--- config.mk ---
export PLATFORM = sky130hd
export DESIGN_NAME = tod_clock
export DESIGN_NICKNAME = d
export VERILOG_FILES = /design/src/rtl/tod_pkg.sv /design/src/rtl/tod_regs.sv /design/src/rtl/tod_counter.sv /design/src/rtl/tod_alarm.sv /design/src/rtl/tod_capture.sv /design/src/rtl/tod_clock.sv
export SDC_FILE = /design/constraint.sdc
export NUM_CORES = 1
export LEC_CHECK = 0
export ABC_AREA = 1
export ABC_CLOCK_PERIOD_IN_PS = 5550
export BUFFER_PORTS_ARGS = -buffer_cell sky130_fd_sc_hd__buf_2
export CAP_MARGIN = 10
export CORE_UTILIZATION = 50
export CTS_CLUSTER_DIAMETER = 60
export DETAILED_ROUTE_END_ITERATION = 10
export PLACE_DENSITY_LB_ADDON = 0.15
export SLEW_MARGIN = 20
export SYNTH_ARGS = -nofsm -noshare
export SYNTH_HDL_FRONTEND = slang
export SYNTH_SLANG_ARGS = --single-unit
--- constraint.sdc ---
create_clock -name clk_tmr -period 5.55 [get_ports clk_tmr]
set_input_delay 0 -clock clk_tmr [delete_from_list [all_inputs] [get_ports clk_tmr]]
set_output_delay 0 -clock clk_tmr [all_outputs]
set_load 0.02 [all_outputs]
--- src/rtl/tod_pkg.sv ---
package tod_pkg;

   localparam int ADDR_W = 4;
   localparam longint unsigned NS_PER_SEC = 64'd1000000000;

   typedef enum logic [ADDR_W-1:0] {
      RA_CTRL      = 4'd0,
      RA_STATUS    = 4'd1,
      RA_RATE      = 4'd2,
      RA_TRIM      = 4'd3,
      RA_SET_NS    = 4'd4,
      RA_SET_FRAC  = 4'd5,
      RA_SET_SEC_L = 4'd6,
      RA_SET_SEC_H = 4'd7,
      RA_ALM_NS    = 4'd8,
      RA_ALM_SEC_L = 4'd9,
      RA_ALM_SEC_H = 4'd10
   } reg_addr_e;

   localparam int CTRL_EN_BIT   = 0;
   localparam int CTRL_LOAD_BIT = 4;
   localparam int CTRL_SNAP_BIT = 5;

endpackage

--- src/rtl/tod_regs.sv ---
module tod_regs
   import tod_pkg::*;
#(
   parameter int DATA_W     = 32,
   parameter int SEC_W      = 48,
   parameter int NS_W       = 32,
   parameter int FRAC_W     = 16,
   parameter int INC_NS_W   = 8,
   parameter int TRIM_W     = 16,
   parameter bit TRIM_EN    = 1'b1,
   parameter int RST_INC_NS = 8
) (
   input  logic                       clk,
   input  logic                       rst_n,
   input  logic                       wr_valid,
   input  logic [ADDR_W-1:0]          wr_addr,
   input  logic [DATA_W-1:0]          wr_data,
   output logic                       alarm_en,
   output logic [INC_NS_W-1:0]        inc_ns,
   output logic [FRAC_W-1:0]          inc_frac,
   output logic signed [TRIM_W-1:0]   trim,
   output logic [SEC_W-1:0]           set_sec,
   output logic [NS_W-1:0]            set_ns,
   output logic [FRAC_W-1:0]          set_frac,
   output logic                       load,
   output logic                       sw_cap,
   output logic [SEC_W-1:0]           alm_sec,
   output logic [NS_W-1:0]            alm_ns,
   output logic                       arm,
   output logic                       alarm_clr
);

   localparam int SEC_HI_W = SEC_W - DATA_W;

   logic is_ctrl;

   assign is_ctrl   = wr_valid && (wr_addr == RA_CTRL);
   assign load      = is_ctrl && wr_data[CTRL_LOAD_BIT];
   assign sw_cap    = is_ctrl && wr_data[CTRL_SNAP_BIT];
   assign alarm_clr = wr_valid && (wr_addr == RA_STATUS) && wr_data[0];
   assign arm       = wr_valid && ((wr_addr == RA_ALM_NS) ||
                                   (wr_addr == RA_ALM_SEC_L) ||
                                   (wr_addr == RA_ALM_SEC_H));

   always_ff @(posedge clk or negedge rst_n) begin
      if (!rst_n) begin
         alarm_en <= 1'b0;
         inc_ns   <= INC_NS_W'(RST_INC_NS);
         inc_frac <= '0;
         set_sec  <= '0;
         set_ns   <= '0;
         set_frac <= '0;
         alm_sec  <= '0;
         alm_ns   <= '0;
      end else if (wr_valid) begin
         case (wr_addr)
            RA_CTRL:      alarm_en <= wr_data[CTRL_EN_BIT];
            RA_RATE: begin
               inc_frac <= wr_data[FRAC_W-1:0];
               inc_ns   <= wr_data[FRAC_W +: INC_NS_W];
            end
            RA_SET_NS:    set_ns   <= wr_data[NS_W-1:0];
            RA_SET_FRAC:  set_frac <= wr_data[FRAC_W-1:0];
            RA_SET_SEC_L: set_sec[DATA_W-1:0]     <= wr_data;
            RA_SET_SEC_H: set_sec[SEC_W-1:DATA_W] <= wr_data[SEC_HI_W-1:0];
            RA_ALM_NS:    alm_ns   <= wr_data[NS_W-1:0];
            RA_ALM_SEC_L: alm_sec[DATA_W-1:0]     <= wr_data;
            RA_ALM_SEC_H: alm_sec[SEC_W-1:DATA_W] <= wr_data[SEC_HI_W-1:0];
            default: ;
         endcase
      end
   end

   generate
      if (TRIM_EN) begin : g_trim_reg
         always_ff @(posedge clk or negedge rst_n) begin
            if (!rst_n)
               trim <= '0;
            else if (wr_valid && (wr_addr == RA_TRIM))
               trim <= wr_data[TRIM_W-1:0];
         end
      end else begin : g_no_trim
         assign trim = '0;
      end
   endgenerate

endmodule

--- src/rtl/tod_counter.sv ---
module tod_counter
   import tod_pkg::*;
#(
   parameter int SEC_W    = 48,
   parameter int NS_W     = 32,
   parameter int FRAC_W   = 16,
   parameter int INC_NS_W = 8,
   parameter int TRIM_W   = 16,
   parameter bit TRIM_EN  = 1'b1
) (
   input  logic                      clk,
   input  logic                      rst_n,
   input  logic [INC_NS_W-1:0]       inc_ns,
   input  logic [FRAC_W-1:0]         inc_frac,
   input  logic signed [TRIM_W-1:0]  trim,
   input  logic                      load,
   input  logic [SEC_W-1:0]          load_sec,
   input  logic [NS_W-1:0]           load_ns,
   input  logic [FRAC_W-1:0]         load_frac,
   output logic [SEC_W-1:0]          sec_o,
   output logic [NS_W-1:0]           ns_o,
   output logic [FRAC_W-1:0]         frac_o
);

   localparam int ACC_W = NS_W + FRAC_W;
   localparam logic [ACC_W:0] LIMIT = (ACC_W+1)'(NS_PER_SEC) << FRAC_W;

   logic [ACC_W-1:0] acc_q;
   logic [SEC_W-1:0] sec_q;
   logic [ACC_W:0]   step;
   logic [ACC_W:0]   sum;
   logic             wrap;

   generate
      if (TRIM_EN) begin : g_trimmed
         always_comb
            step = (ACC_W+1)'({inc_ns, inc_frac}) +
                   {{(ACC_W+1-TRIM_W){trim[TRIM_W-1]}}, trim};
      end else begin : g_fixed
         always_comb step = (ACC_W+1)'({inc_ns, inc_frac});
      end
   endgenerate

   assign sum  = {1'b0, acc_q} + step;
   assign wrap = (sum >= LIMIT);

   always_ff @(posedge clk or negedge rst_n) begin
      if (!rst_n) begin
         acc_q <= '0;
         sec_q <= '0;
      end else if (load) begin
         acc_q <= {load_ns, load_frac};
         sec_q <= load_sec;
      end else if (wrap) begin
         acc_q <= ACC_W'(sum - LIMIT);
         sec_q <= sec_q + 1'b1;
      end else begin
         acc_q <= sum[ACC_W-1:0];
      end
   end

   assign sec_o  = sec_q;
   assign ns_o   = acc_q[ACC_W-1:FRAC_W];
   assign frac_o = acc_q[FRAC_W-1:0];

   assert_ns_below_billion_R3 : assert property (@(posedge clk) disable iff (!rst_n)
      ns_o < NS_W'(NS_PER_SEC));

   assert_sec_steps_by_one_R3 : assert property (@(posedge clk) disable iff (!rst_n)
      !load |=> (sec_o == $past(sec_o) || sec_o == $past(sec_o) + 1'b1));

   assert_load_takes_all_R5 : assert property (@(posedge clk) disable iff (!rst_n)
      load |=> (sec_o == $past(load_sec) && ns_o == $past(load_ns) &&
                frac_o == $past(load_frac)));

endmodule

--- src/rtl/tod_alarm.sv ---
module tod_alarm #(
   parameter int SEC_W = 48,
   parameter int NS_W  = 32
) (
   input  logic             clk,
   input  logic             rst_n,
   input  logic [SEC_W-1:0] now_sec,
   input  logic [NS_W-1:0]  now_ns,
   input  logic [SEC_W-1:0] alm_sec,
   input  logic [NS_W-1:0]  alm_ns,
   input  logic             enable,
   input  logic             arm,
   input  logic             clear,
   output logic             irq
);

   logic reached;
   logic fire;
   logic armed_q;
   logic flag_q;

   assign reached = (now_sec > alm_sec) ||
                    ((now_sec == alm_sec) && (now_ns >= alm_ns));
   assign fire    = armed_q && enable && reached;

   always_ff @(posedge clk or negedge rst_n) begin
      if (!rst_n) begin
         armed_q <= 1'b0;
         flag_q  <= 1'b0;
      end else begin
         if (arm)
            armed_q <= 1'b1;
         else if (fire)
            armed_q <= 1'b0;

         if (fire)
            flag_q <= 1'b1;
         else if (clear)
            flag_q <= 1'b0;
      end
   end

   assign irq = flag_q && enable;

   assert_irq_needs_enable_R8 : assert property (@(posedge clk) disable iff (!rst_n)
      irq |-> enable);

   assert_flag_rise_armed_R7 : assert property (@(posedge clk) disable iff (!rst_n)
      $rose(flag_q) |-> $past(armed_q) && $past(enable));

   assert_flag_sticky_R8 : assert property (@(posedge clk) disable iff (!rst_n)
      (flag_q && !clear) |=> flag_q);

endmodule

--- src/rtl/tod_capture.sv ---
module tod_capture #(
   parameter int SEC_W       = 48,
   parameter int NS_W        = 32,
   parameter int SYNC_STAGES = 2
) (
   input  logic             clk,
   input  logic             rst_n,
   input  logic             hw_req,
   input  logic             sw_req,
   input  logic             ack,
   input  logic [SEC_W-1:0] now_sec,
   input  logic [NS_W-1:0]  now_ns,
   output logic             cap_valid,
   output logic [SEC_W-1:0] cap_sec,
   output logic [NS_W-1:0]  cap_ns
);

   logic [SYNC_STAGES-1:0] sync_q;
   logic                   prev_q;
   logic                   hw_edge;
   logic                   take;

   always_ff @(posedge clk or negedge rst_n) begin
      if (!rst_n) begin
         sync_q <= '0;
         prev_q <= 1'b0;
      end else begin
         sync_q <= {sync_q[SYNC_STAGES-2:0], hw_req};
         prev_q <= sync_q[SYNC_STAGES-1];
      end
   end

   assign hw_edge = sync_q[SYNC_STAGES-1] && !prev_q;
   assign take    = (sw_req || hw_edge) && !cap_valid;

   always_ff @(posedge clk or negedge rst_n) begin
      if (!rst_n) begin
         cap_valid <= 1'b0;
         cap_sec   <= '0;
         cap_ns    <= '0;
      end else if (take) begin
         cap_valid <= 1'b1;
         cap_sec   <= now_sec;
         cap_ns    <= now_ns;
      end else if (ack) begin
         cap_valid <= 1'b0;
      end
   end

   assert_snapshot_held_R12 : assert property (@(posedge clk) disable iff (!rst_n)
      (cap_valid && !ack) |=> (cap_valid && $stable(cap_sec) && $stable(cap_ns)));

   assert_ack_clears_R12 : assert property (@(posedge clk) disable iff (!rst_n)
      (cap_valid && ack) |=> !cap_valid);

endmodule

--- src/rtl/tod_clock.sv ---
module tod_clock
   import tod_pkg::*;
#(
   parameter int DATA_W      = 32,
   parameter int SEC_W       = 48,
   parameter int NS_W        = 32,
   parameter int FRAC_W      = 16,
   parameter int INC_NS_W    = 8,
   parameter int TRIM_W      = 16,
   parameter bit TRIM_EN     = 1'b1,
   parameter int RST_INC_NS  = 8,
   parameter int SYNC_STAGES = 2
) (
   input  logic                 clk_tmr,
   input  logic                 rst_n,
   input  logic                 wr_valid,
   output logic                 wr_ready,
   input  logic [ADDR_W-1:0]    wr_addr,
   input  logic [DATA_W-1:0]    wr_data,
   input  logic                 hw_cap_req,
   input  logic                 cap_ack,
   output logic                 cap_valid,
   output logic [SEC_W-1:0]     cap_sec,
   output logic [NS_W-1:0]      cap_ns,
   output logic [SEC_W-1:0]     now_sec,
   output logic [NS_W-1:0]      now_ns,
   output logic [FRAC_W-1:0]    now_frac,
   output logic                 alarm_irq
);

   generate
      if (SEC_W <= DATA_W || SEC_W > 2 * DATA_W) begin : g_bad_sec
         $error("SEC_W must lie between DATA_W+1 and 2*DATA_W");
      end
      if (NS_W < 30 || NS_W > DATA_W) begin : g_bad_ns
         $error("NS_W must hold one billion and fit a data word");
      end
      if (INC_NS_W + FRAC_W > DATA_W) begin : g_bad_inc
         $error("step does not fit a data word");
      end
      if (TRIM_W > FRAC_W + INC_NS_W || TRIM_W > DATA_W) begin : g_bad_trim
         $error("TRIM_W too wide");
      end
      if (SYNC_STAGES < 2) begin : g_bad_sync
         $error("SYNC_STAGES must be at least 2");
      end
   endgenerate

   logic                       alarm_en;
   logic [INC_NS_W-1:0]        inc_ns;
   logic [FRAC_W-1:0]          inc_frac;
   logic signed [TRIM_W-1:0]   trim;
   logic [SEC_W-1:0]           set_sec;
   logic [NS_W-1:0]            set_ns;
   logic [FRAC_W-1:0]          set_frac;
   logic                       load;
   logic                       sw_cap;
   logic [SEC_W-1:0]           alm_sec;
   logic [NS_W-1:0]            alm_ns;
   logic                       arm;
   logic                       alarm_clr;

   assign wr_ready = 1'b1;

   tod_regs #(
      .DATA_W(DATA_W), .SEC_W(SEC_W), .NS_W(NS_W), .FRAC_W(FRAC_W),
      .INC_NS_W(INC_NS_W), .TRIM_W(TRIM_W), .TRIM_EN(TRIM_EN),
      .RST_INC_NS(RST_INC_NS)
   ) u_regs (
      .clk(clk_tmr), .rst_n(rst_n), .wr_valid(wr_valid), .wr_addr(wr_addr),
      .wr_data(wr_data), .alarm_en(alarm_en), .inc_ns(inc_ns),
      .inc_frac(inc_frac), .trim(trim), .set_sec(set_sec), .set_ns(set_ns),
      .set_frac(set_frac), .load(load), .sw_cap(sw_cap), .alm_sec(alm_sec),
      .alm_ns(alm_ns), .arm(arm), .alarm_clr(alarm_clr)
   );

   tod_counter #(
      .SEC_W(SEC_W), .NS_W(NS_W), .FRAC_W(FRAC_W), .INC_NS_W(INC_NS_W),
      .TRIM_W(TRIM_W), .TRIM_EN(TRIM_EN)
   ) u_counter (
      .clk(clk_tmr), .rst_n(rst_n), .inc_ns(inc_ns), .inc_frac(inc_frac),
      .trim(trim), .load(load), .load_sec(set_sec), .load_ns(set_ns),
      .load_frac(set_frac), .sec_o(now_sec), .ns_o(now_ns), .frac_o(now_frac)
   );

   tod_alarm #(
      .SEC_W(SEC_W), .NS_W(NS_W)
   ) u_alarm (
      .clk(clk_tmr), .rst_n(rst_n), .now_sec(now_sec), .now_ns(now_ns),
      .alm_sec(alm_sec), .alm_ns(alm_ns), .enable(alarm_en), .arm(arm),
      .clear(alarm_clr), .irq(alarm_irq)
   );

   tod_capture #(
      .SEC_W(SEC_W), .NS_W(NS_W), .SYNC_STAGES(SYNC_STAGES)
   ) u_capture (
      .clk(clk_tmr), .rst_n(rst_n), .hw_req(hw_cap_req), .sw_req(sw_cap),
      .ack(cap_ack), .now_sec(now_sec), .now_ns(now_ns),
      .cap_valid(cap_valid), .cap_sec(cap_sec), .cap_ns(cap_ns)
   );

   assert_reset_quiet_R1 : assert property (@(posedge clk_tmr) disable iff (!rst_n)
      $rose(rst_n) |-> (!alarm_irq && !cap_valid));

endmodule

Word-level counts from Yosys, hierarchy flattened
Cells that the tools add are included.

storage, ports and cells
  logic and storage cells = 81
  bits in registers = 399
  output and inout bits = 179
  input port bits = 41

cells by class
  reduce and logical (&&, ||, !) cells = 33
  equal/unequal tests = 11
  order comparisons = 3
  mux-type cells = 10
  $add $sub $neg = 4

operators by type and width
  operator                                                                  number
  48-bit two-way mux                                                        4
  48-bit by 49-bit adder with 49-bit output                                 1
  49-bit by 46-bit >= comparator with 1-bit output (second input constant)  1
  48-bit by 1-bit adder with 48-bit output (second input constant)          1
  48-bit == test                                                            1
  48-bit > comparator                                                       1
  48-bit by 46-bit subtractor with 48-bit output (second input constant)    1
  32-bit >= comparator                                                      1
  25-bit by 16-bit adder with 26-bit output                                 1
  2-bit AND reduction                                                       9
  4-bit by 3-bit == test with 1-bit output (second input constant)          4
  1-bit logical AND                                                         13
  4-bit == test (second input constant)                                     3
  4-bit by 2-bit == test with 1-bit output (second input constant)          2
  2-bit nonzero test                                                        4
  1-bit two-way mux                                                         6
  4-bit by 1-bit == test with 1-bit output (second input constant)          1
  4-bit logical NOT                                                         1
  1-bit logical OR                                                          4
  1-bit logical NOT                                                         2

Longest topological paths before layout
Gate-level depths: netlist (run 1).

  word-level depth = 6
  depth in mapped cells = 43
  mapped depth without buffers = 43

Modules after synthesis
Synthesis (run 1) repeated with hierarchy kept, for this count alone.

second synthesis, totals
  cell total of the unflattened synthesis = 3789
  area total of the unflattened synthesis = 26163.8 um^2

by module, submodules not included
  module       times used  cells each  area each (um^2)  seq. area each (um^2)
  tod_counter  1           1973        11390.9           2402.3
  tod_regs     1           1073        9166.3            5431.5
  tod_capture  1           355         3280.6            2102.0
  tod_alarm    1           386         2314.7            50.0
  tod_clock    1           2           11.3              0.0

Worst setup path after synthesis (run 1)
Ideal clock, no wire load.

  path kind = register to register
  start = register u_regs.inc_frac[4]
  end = register u_counter.sec_q[32], in the netlist u_counter.sec_o[32]
  data required time = 5427 ps
  cell stages (with the launch flop) = 42
  clock period less this slack = 4795 ps
  path slack = 755 ps
  arrival time = 4672 ps
  setup time = 123 ps
  path buffers = 2
  cells stage by stage = dfrtp_1 -> ha_1 -> nand2_1 -> inv_1 -> nand2_1 -> nand2_1 -> nand2_1 -> nand3_1 -> nand2_1 -> inv_1 -> nor2_1 -> o21bai_1 -> a221oi_1 -> o21ai_0 -> nand2_1 -> nand2_1 -> xor2_1 -> ha_1 -> (+6 left out) -> nand2_1 -> nand3_1 -> nand2_1 -> inv_1 -> ha_1 -> inv_1 -> nand2_1 -> nand3_1 -> nand2_1 -> nand2_2 -> nand3_4 -> inv_2 -> nor2_4 -> nand3_4 -> buf_8 -> buf_8 -> nand2_2 -> o21ai_2

on the way
  longest elaborated chain between the ends = 4

RTL lines
  element                                           line               text
  from (decl)                                       tod_regs.sv:20     output logic [FRAC_W-1:0] inc_frac,
  from (signal assigned)                            tod_regs.sv:59     inc_frac <= wr_data[FRAC_W-1:0];
  25-bit by 16-bit adder with 26-bit output         tod_counter.sv:37  step = (ACC_W+1)'({inc_ns, inc_frac}) +
  48-bit by 49-bit adder with 49-bit output         tod_counter.sv:44  assign sum = {1'b0, acc_q} + step;
  49-bit by 46-bit >= comparator with 1-bit output  tod_counter.sv:45  assign wrap = (sum >= LIMIT);
  2-bit nonzero test (no source line)               n/a
  to (signal assigned)                              tod_counter.sv:53  sec_q <= load_sec;
  to (signal assigned)                              tod_counter.sv:56  sec_q <= sec_q + 1'b1;
  to (decl)                                         tod_counter.sv:29  logic [SEC_W-1:0] sec_q;

Every way passes these cells.
A chain may end at the register's enable or synchronous reset.

Worst setup path after layout (run 1)
  start = register u_regs.trim[15]
  end = register u_counter.sec_q[22], in the netlist u_counter.sec_o[22]

on the way
  longest elaborated chain between the ends = 4

RTL lines
  element                                           line               text
  from (decl)                                       tod_regs.sv:21     output logic signed [TRIM_W-1:0] trim,
  from (signal assigned)                            tod_regs.sv:80     trim <= wr_data[TRIM_W-1:0];
  25-bit by 16-bit adder with 26-bit output         tod_counter.sv:37
  48-bit by 49-bit adder with 49-bit output         tod_counter.sv:44
  49-bit by 46-bit >= comparator with 1-bit output  tod_counter.sv:45
  2-bit nonzero test (no source line)               n/a

Every way passes these cells.

==> results of run 1 <==
-- final cells by class --
class	count	share of cell area, %
Inverter	521	6.61
Clock buffer	68	4.44
Sequential cell	399	33.7
Tap cell	664	2.81
Clock inverter	18	0.875
Timing Repair Buffer	307	6.90
Multi-Input combinational cell	2422	44.6
-- power by group --
group,internal (mW),total [mW],switching [mW]
clock,1.89,3.17,1.28
sequential,3.87,4.83,0.958
combinational,4.15,12.1,7.99
total,9.91,20.1,10.2
-- flip-flops by register name (all words and copies together) (netlist names) --
signal               cells
u_capture.cap_sec       48
u_counter.acc_q         48
u_counter.sec_o         48
u_regs.alm_sec          48
u_regs.set_sec          48
u_capture.cap_ns        32
u_regs.alm_ns           32
u_regs.set_ns           32
u_regs.inc_frac         16
u_regs.set_frac         16
u_regs.trim             16
u_regs.inc_ns            8
u_capture.sync_q         2
u_alarm.armed_q          1
u_alarm.flag_q           1
u_capture.cap_valid      1
u_capture.prev_q         1
u_regs.alarm_en          1
-- worst max-delay path, cell delays in order, from the launching register on --
cell and delay (ns):
dfrtp_2 0.51, ha_1 0.43, nand2_1 0.13, nor2_1 0.20, nand2_1 0.08, nor2_1 0.10, nand2_1 0.11, nand3_1 0.10
nand2_1 0.07, buf_6 0.18, buf_4 0.17, ha_1 0.40, nand2_1 0.15, nor2_1 0.20, inv_2 0.07, nor3_2 0.30
nand3_1 0.24, nand3_1 0.17, nand2_1 0.06, nand2_1 0.19, nand2_2 0.11, nor2_4 0.11, nand2_1 0.11, nor2_4 0.11
nand3_4 0.13, nand3_4 0.22, bufbuf_16 0.36, o21ai_2 0.06
-- per-layer routing --
metal	track usage, %	vias up	share of wire, %
met3	4.89	197	6.2
met4	12.8	0	3.9
met1	44.8	11300	43
met2	54.6	837	47
li1	-	11500	-
met5	0	-	0
-- kinds of logic (layout without fill, tap and decap cells) --
kind of cell	after synthesis	in the layout	share of synthesized area, %
DFF	399	399	39.6
AOI/OAI and AO/OA	568	568	12.4
adders and majority gates	157	157	7.84
other	1	1	0.0149
muxes	33	33	1.47
buffers and inverters	611	914	9.55
and+or+nand+nor	1602	1602	27.1
xor gates and xnor gates	61	61	2.12
-- worst paths after layout --
| kind | startpoint | depth (start not counted) | end | slack (ns) |
|---|---|---|---|---|
| min in group clk_tmr | hw_cap_req | 2 | u_capture.sync_q[0] | 0.07 |
| max | u_regs.trim[15] | 27 | u_counter.sec_o[22] | 0.33 |
| max reg2reg | u_regs.trim[15] | 27 | u_counter.sec_o[22] | 0.33 |
| min reg2reg | u_capture.sync_q[0] | 0 | u_capture.sync_q[1] | 0.35 |
| min | rst_n | 2 | u_capture.cap_sec[21] | 0.02 |
| max in group asynchronous | rst_n | 3 | u_capture.cap_ns[24] | 4.29 |
-- cell usage in the layout, fill, tap and decap left out, types with 25 or more instances in the layout --
| cell type | Yosys | routed |
|---|---|---|
| o21ai_0 | 328 | 326 |
| nand2_2 | 47 | 61 |
| buf_4 | 2 | 35 |
| ha_1 | 155 | 144 |
| nand2_1 | 1065 | 1047 |
| o21ai_2 | 45 | 47 |
| a21oi_1 | 143 | 137 |
| inv_1 | 503 | 502 |
| xor2_1 | 42 | 40 |
| clkbuf_16 | 0 | 47 |
| nand3_1 | 126 | 120 |
| nor3_1 | 34 | 34 |
| mux2_2 | 33 | 33 |
| nor2_2 | 20 | 25 |
| nand4_1 | 51 | 51 |
| buf_2 | 3 | 217 |
| dlygate4sd3_1 | 0 | 41 |
| nor2_1 | 198 | 184 |
| dfrtp_1 | 398 | 397 |
-- repair_timing --
item / in CTS / in global routing
setup buffers: 3 / 7
hold buffers: 41 / 0
setup endpoints to repair: 70 / 71
cloned: 2 / 1
gates resized for setup: 15 / 58
endpoints found under the hold margin: 284 / 0
pin swaps: 6 / 18
==> flow_summary.ini, run 1 <==
[outcome]
status = finished, final reports clean

[placement]
dp.cells = 4259
gp_congestion = 1.00
io_buffers = 218
placed_cell_area_sq_um = 27100
dp_slack_ns = -0.191
dp_hpwl_um = 65800

[floorplan]
boundaryPins = 220
initial_utilization_pct = 51.1
core_sq_um = 49400
die-area_sq_um = 51400
die_y_um = 227
rows = 81
die_width_um = 227

[timing]
holdWs_ns = 0.0185
fin_worst_skew_ns = 0.0287
worst_slack_ns = 0.330
max_freq_mhz = 192
slew_headroom_pct = 25.1
setup_violations = 0
hold_viol_final = 0
slew_viol_final = 0
tightest_slew_ns = 1.11
fin_crit_ns = 5.22
fin_crit_sh_pct = 94.1
fin_tns_setup_ns = 0

[cells_and_area]
final_area_sq_um = 29600
fin_nets = 3895
fin_util_pct = 60.0
fillerInstances = 4621
regArea_sq_um = 9990
finalNonFillerCells = 4399
diodes = 0
syn2layout_area_growth_pct = 17.3
multiInputGateArea_sq_um = 13200
layout-drive-gt1-share_pct = 15.9

[yosys]
synth_commonest_cells = nand2_1 (1065), inv_1 (503), dfrtp_1 (398)
synth-edff-count = 0
syn_inst = 3432
synth_top_area_share_pct = 39.5
synth_area_sq_um = 25200
synth_ff_type = dfrtp_1
synth_most_common_cell = nand2_1
ys_ff_latch = 399
syn_nets = 3630
synth_largest_area_cell = dfrtp_1
ys_types = 57
synthArstFlopShare_pct = 100
yosysWarningCount = 0
synth_area_leaders = dfrtp_1 (39%), nand2_1 (16%), ha_1 (7.7%)
yosysSeqAreaShare_pct = 39.6
synth_area_per_cell_sq_um = 7.35

[global_routing]
grtUsageTotal_pct = 33.5
antenna_found_initial = 0
overflow = 0
grt_max_degree = 118
grt_pass1_vias = 22700
grt_pass1_wl_um = 130000

[flow_run]
drv_cap = 0

[critical_path]
worstSetupStartpointType = flop
cp_max_fo = 22
critical_path_class = reg -> reg
cp-end-kind = flop
crit_arrival_ns = 5.68
worstPathRequired_ns = 6.01

[clock_network]
cts.sinks = 399
worstSkewPairLatency_ns = 0.59
clk_pin_slew_ns = 0.06
root_buffer = clkbuf_16
cts_tree = done
clk_path_buf_depth = 3
htreeDepth = 2
cts_buffers = 46

[detailed_routing]
drtAntennaViolNets = 0
vias_per_cell = 5.42
drc = 0
drtPass1Iterations = 7
wl_per_cell_um = 19.4
first_iter_violations = 1974
routed_wirelength_um = 85300
vias = 23800

[power_and_ir_drop]
leakagePower_nw = 15.3
p_per_area_nw_per_um2 = 680
ir_drop_v = 0.000321
p_total_mw = 20.1

[hold_path]
min_path_type = in -> async
(Power assumes the default switching activity.)
==> run 2, diff against run 1 <==
--- a/config.mk
+++ b/config.mk
@@ -10,6 +10,7 @@
 export BUFFER_PORTS_ARGS = -buffer_cell sky130_fd_sc_hd__buf_2
 export CAP_MARGIN = 10
 export CORE_UTILIZATION = 50
+export CTS_BUF_LIST = sky130_fd_sc_hd__clkbuf_4 sky130_fd_sc_hd__clkbuf_8 sky130_fd_sc_hd__clkbuf_16
 export CTS_CLUSTER_DIAMETER = 60
 export DETAILED_ROUTE_END_ITERATION = 10
 export PLACE_DENSITY_LB_ADDON = 0.15
==> flow_summary.ini, run 2 (same netlist as run 1, synthesis figures left out) <==
[detailed_routing]
wl_per_cell_um = 19.4
routed_wirelength_um = 85400
drc = 0
drtPass1Iterations = 8
vias_per_cell = 5.43
first_iter_violations = 1947
vias = 23900
drtAntennaViolNets = 0

[floorplan]
initial_utilization_pct = 51.1
die-area_sq_um = 51400
die_y_um = 227
die_width_um = 227
rows = 81
core_sq_um = 49400
boundaryPins = 220

[clock_network]
clk_pin_slew_ns = 0.06
clk_path_buf_depth = 3
worstSkewPairLatency_ns = 0.59
htreeDepth = 2
root_buffer = clkbuf_16
cts_tree = done
cts_buffers = 46
cts.sinks = 399

[outcome]
status = finished, final reports clean

[timing]
slew_viol_final = 0
max_freq_mhz = 191
fin_tns_setup_ns = 0
slew_headroom_pct = 20.3
fin_crit_ns = 5.23
worst_slack_ns = 0.318
fin_crit_sh_pct = 94.3
setup_violations = 0
fin_worst_skew_ns = 0.0295
hold_viol_final = 0
tightest_slew_ns = 1.18

[critical_path]
worstPathRequired_ns = 6.01
cp-end-kind = flop
cp_max_fo = 22
worstSetupStartpointType = flop
critical_path_class = reg -> reg
crit_arrival_ns = 5.69

[cells_and_area]
regArea_sq_um = 9990
diodes = 0
final_area_sq_um = 29600
final_common_cell = nand2_1
syn2layout_area_growth_pct = 17.5
finalNonFillerCells = 4399
fin_nets = 3895
multiInputGateArea_sq_um = 13200
final_cell_mix = nand2_1 (1047), inv_1 (502), dfrtp_1 (397)
fillerInstances = 4617
layout-drive-gt1-share_pct = 16.3

[flow_run]
drv_cap = 0

[placement]
gp_congestion = 1.00
dp_slack_ns = -0.191
dp_hpwl_um = 65800
placed_cell_area_sq_um = 27100
io_buffers = 218
dp.cells = 4259

[global_routing]
overflow = 0
grt_pass1_vias = 22700
grt_max_degree = 118
antenna_found_initial = 0
grt_pass1_wl_um = 130000
grtUsageTotal_pct = 33.5

[hold_path]
min_path_type = in -> async

[power_and_ir_drop]
leakagePower_nw = 15.3
ir_drop_v = 0.000321
p_per_area_nw_per_um2 = 681
## run 2: cell types whose count changed in the layout (fill, tap and decap cells not counted)
cell,change
nor2_4,-1
nor2_2,+1
clkbuf_1,-14
clkbuf_4,+14
## run 2: timing repair
action / 4_1_cts / 5_1_grt
cloned: 2 / 1
pin swaps: 6 / 17
setup endpoints to repair: 70 / 71
gates resized for setup: 16 / 56
endpoints found under the hold margin: 284 / 0
hold buffers: 41 / 0
buffers inserted: 3 / 7
## run 2: through the flow
step	power [mW]	hold slack (ns)	util [%]
2_1_floorplan	12.5	-0.296	-
3_3_place_gp	16.0	0.0666	54.9
3_5_place_dp	16.2	0.0702	54.9
4_1_cts	19.8	0.0500	59.3
5_1_grt	21.7	0.0588	60.1
6_report	20.2	0.0124	60.1
## run 2: path summary, 6_finish.rpt
kind,cells past startpoint,slack (ns),from,end
max in group asynchronous,3,4.31,rst_n,u_counter.acc_q[28]
worst max register to register,27,0.32,u_regs.trim[15],u_counter.sec_o[31]
worst min register to register,0,0.35,u_capture.sync_q[0],u_capture.sync_q[1]
worst min-delay path,2,0.01,rst_n,u_capture.cap_sec[21]
min in group clk_tmr,2,0.07,hw_cap_req,u_capture.sync_q[0]
worst max-delay path,27,0.32,u_regs.trim[15],u_counter.sec_o[31]
## run 2: worst max-delay path: stages (launching register included)
cell	delay [ns]
dfrtp_2	0.51
ha_1	0.43
nand2_1	0.12
nor2_1	0.20
nand2_1	0.08
nor2_1	0.10
nand2_1	0.11
nand3_1	0.10
nand2_1	0.07
buf_6	0.18
buf_4	0.17
ha_1	0.40
nand2_1	0.15
nor2_1	0.20
inv_2	0.07
nor3_2	0.31
nand3_1	0.24
nand3_1	0.17
nand2_1	0.06
nand2_1	0.19
nand2_2	0.11
nor2_4	0.12
nand2_1	0.11
nor2_4	0.11
nand3_4	0.13
nand3_4	0.22
bufbuf_16	0.36
o21ai_2	0.06
## run 2: layout make-up
cell class                 count  area share, %
multi-input combinational   2422           44.5
inverter                     521           6.60
clock buffer                  68           4.61
tap                          664           2.80
timing repair buffer         307           6.89
sequential                   399           33.7
clock inverter                18          0.874
## run 2: where the power goes
part	total [mW]	internal, mW	leakage [nW]	switching [mW]
clock network	3.23	1.96	0.812	1.28
registers	4.83	3.87	4.92	0.956
logic	12.1	4.15	9.59	7.99
## run 2: per-layer routing
layer | routed length [um] | GRT usage [%] | vias up
met1 | 37000 | 44.9 | 11400
met4 | 3320 | 12.7 | 0
met2 | 39900 | 54.6 | 831
li1 | - | - | 11500
met3 | 5150 | 4.89 | 190
met5 | 0 | 0 | -
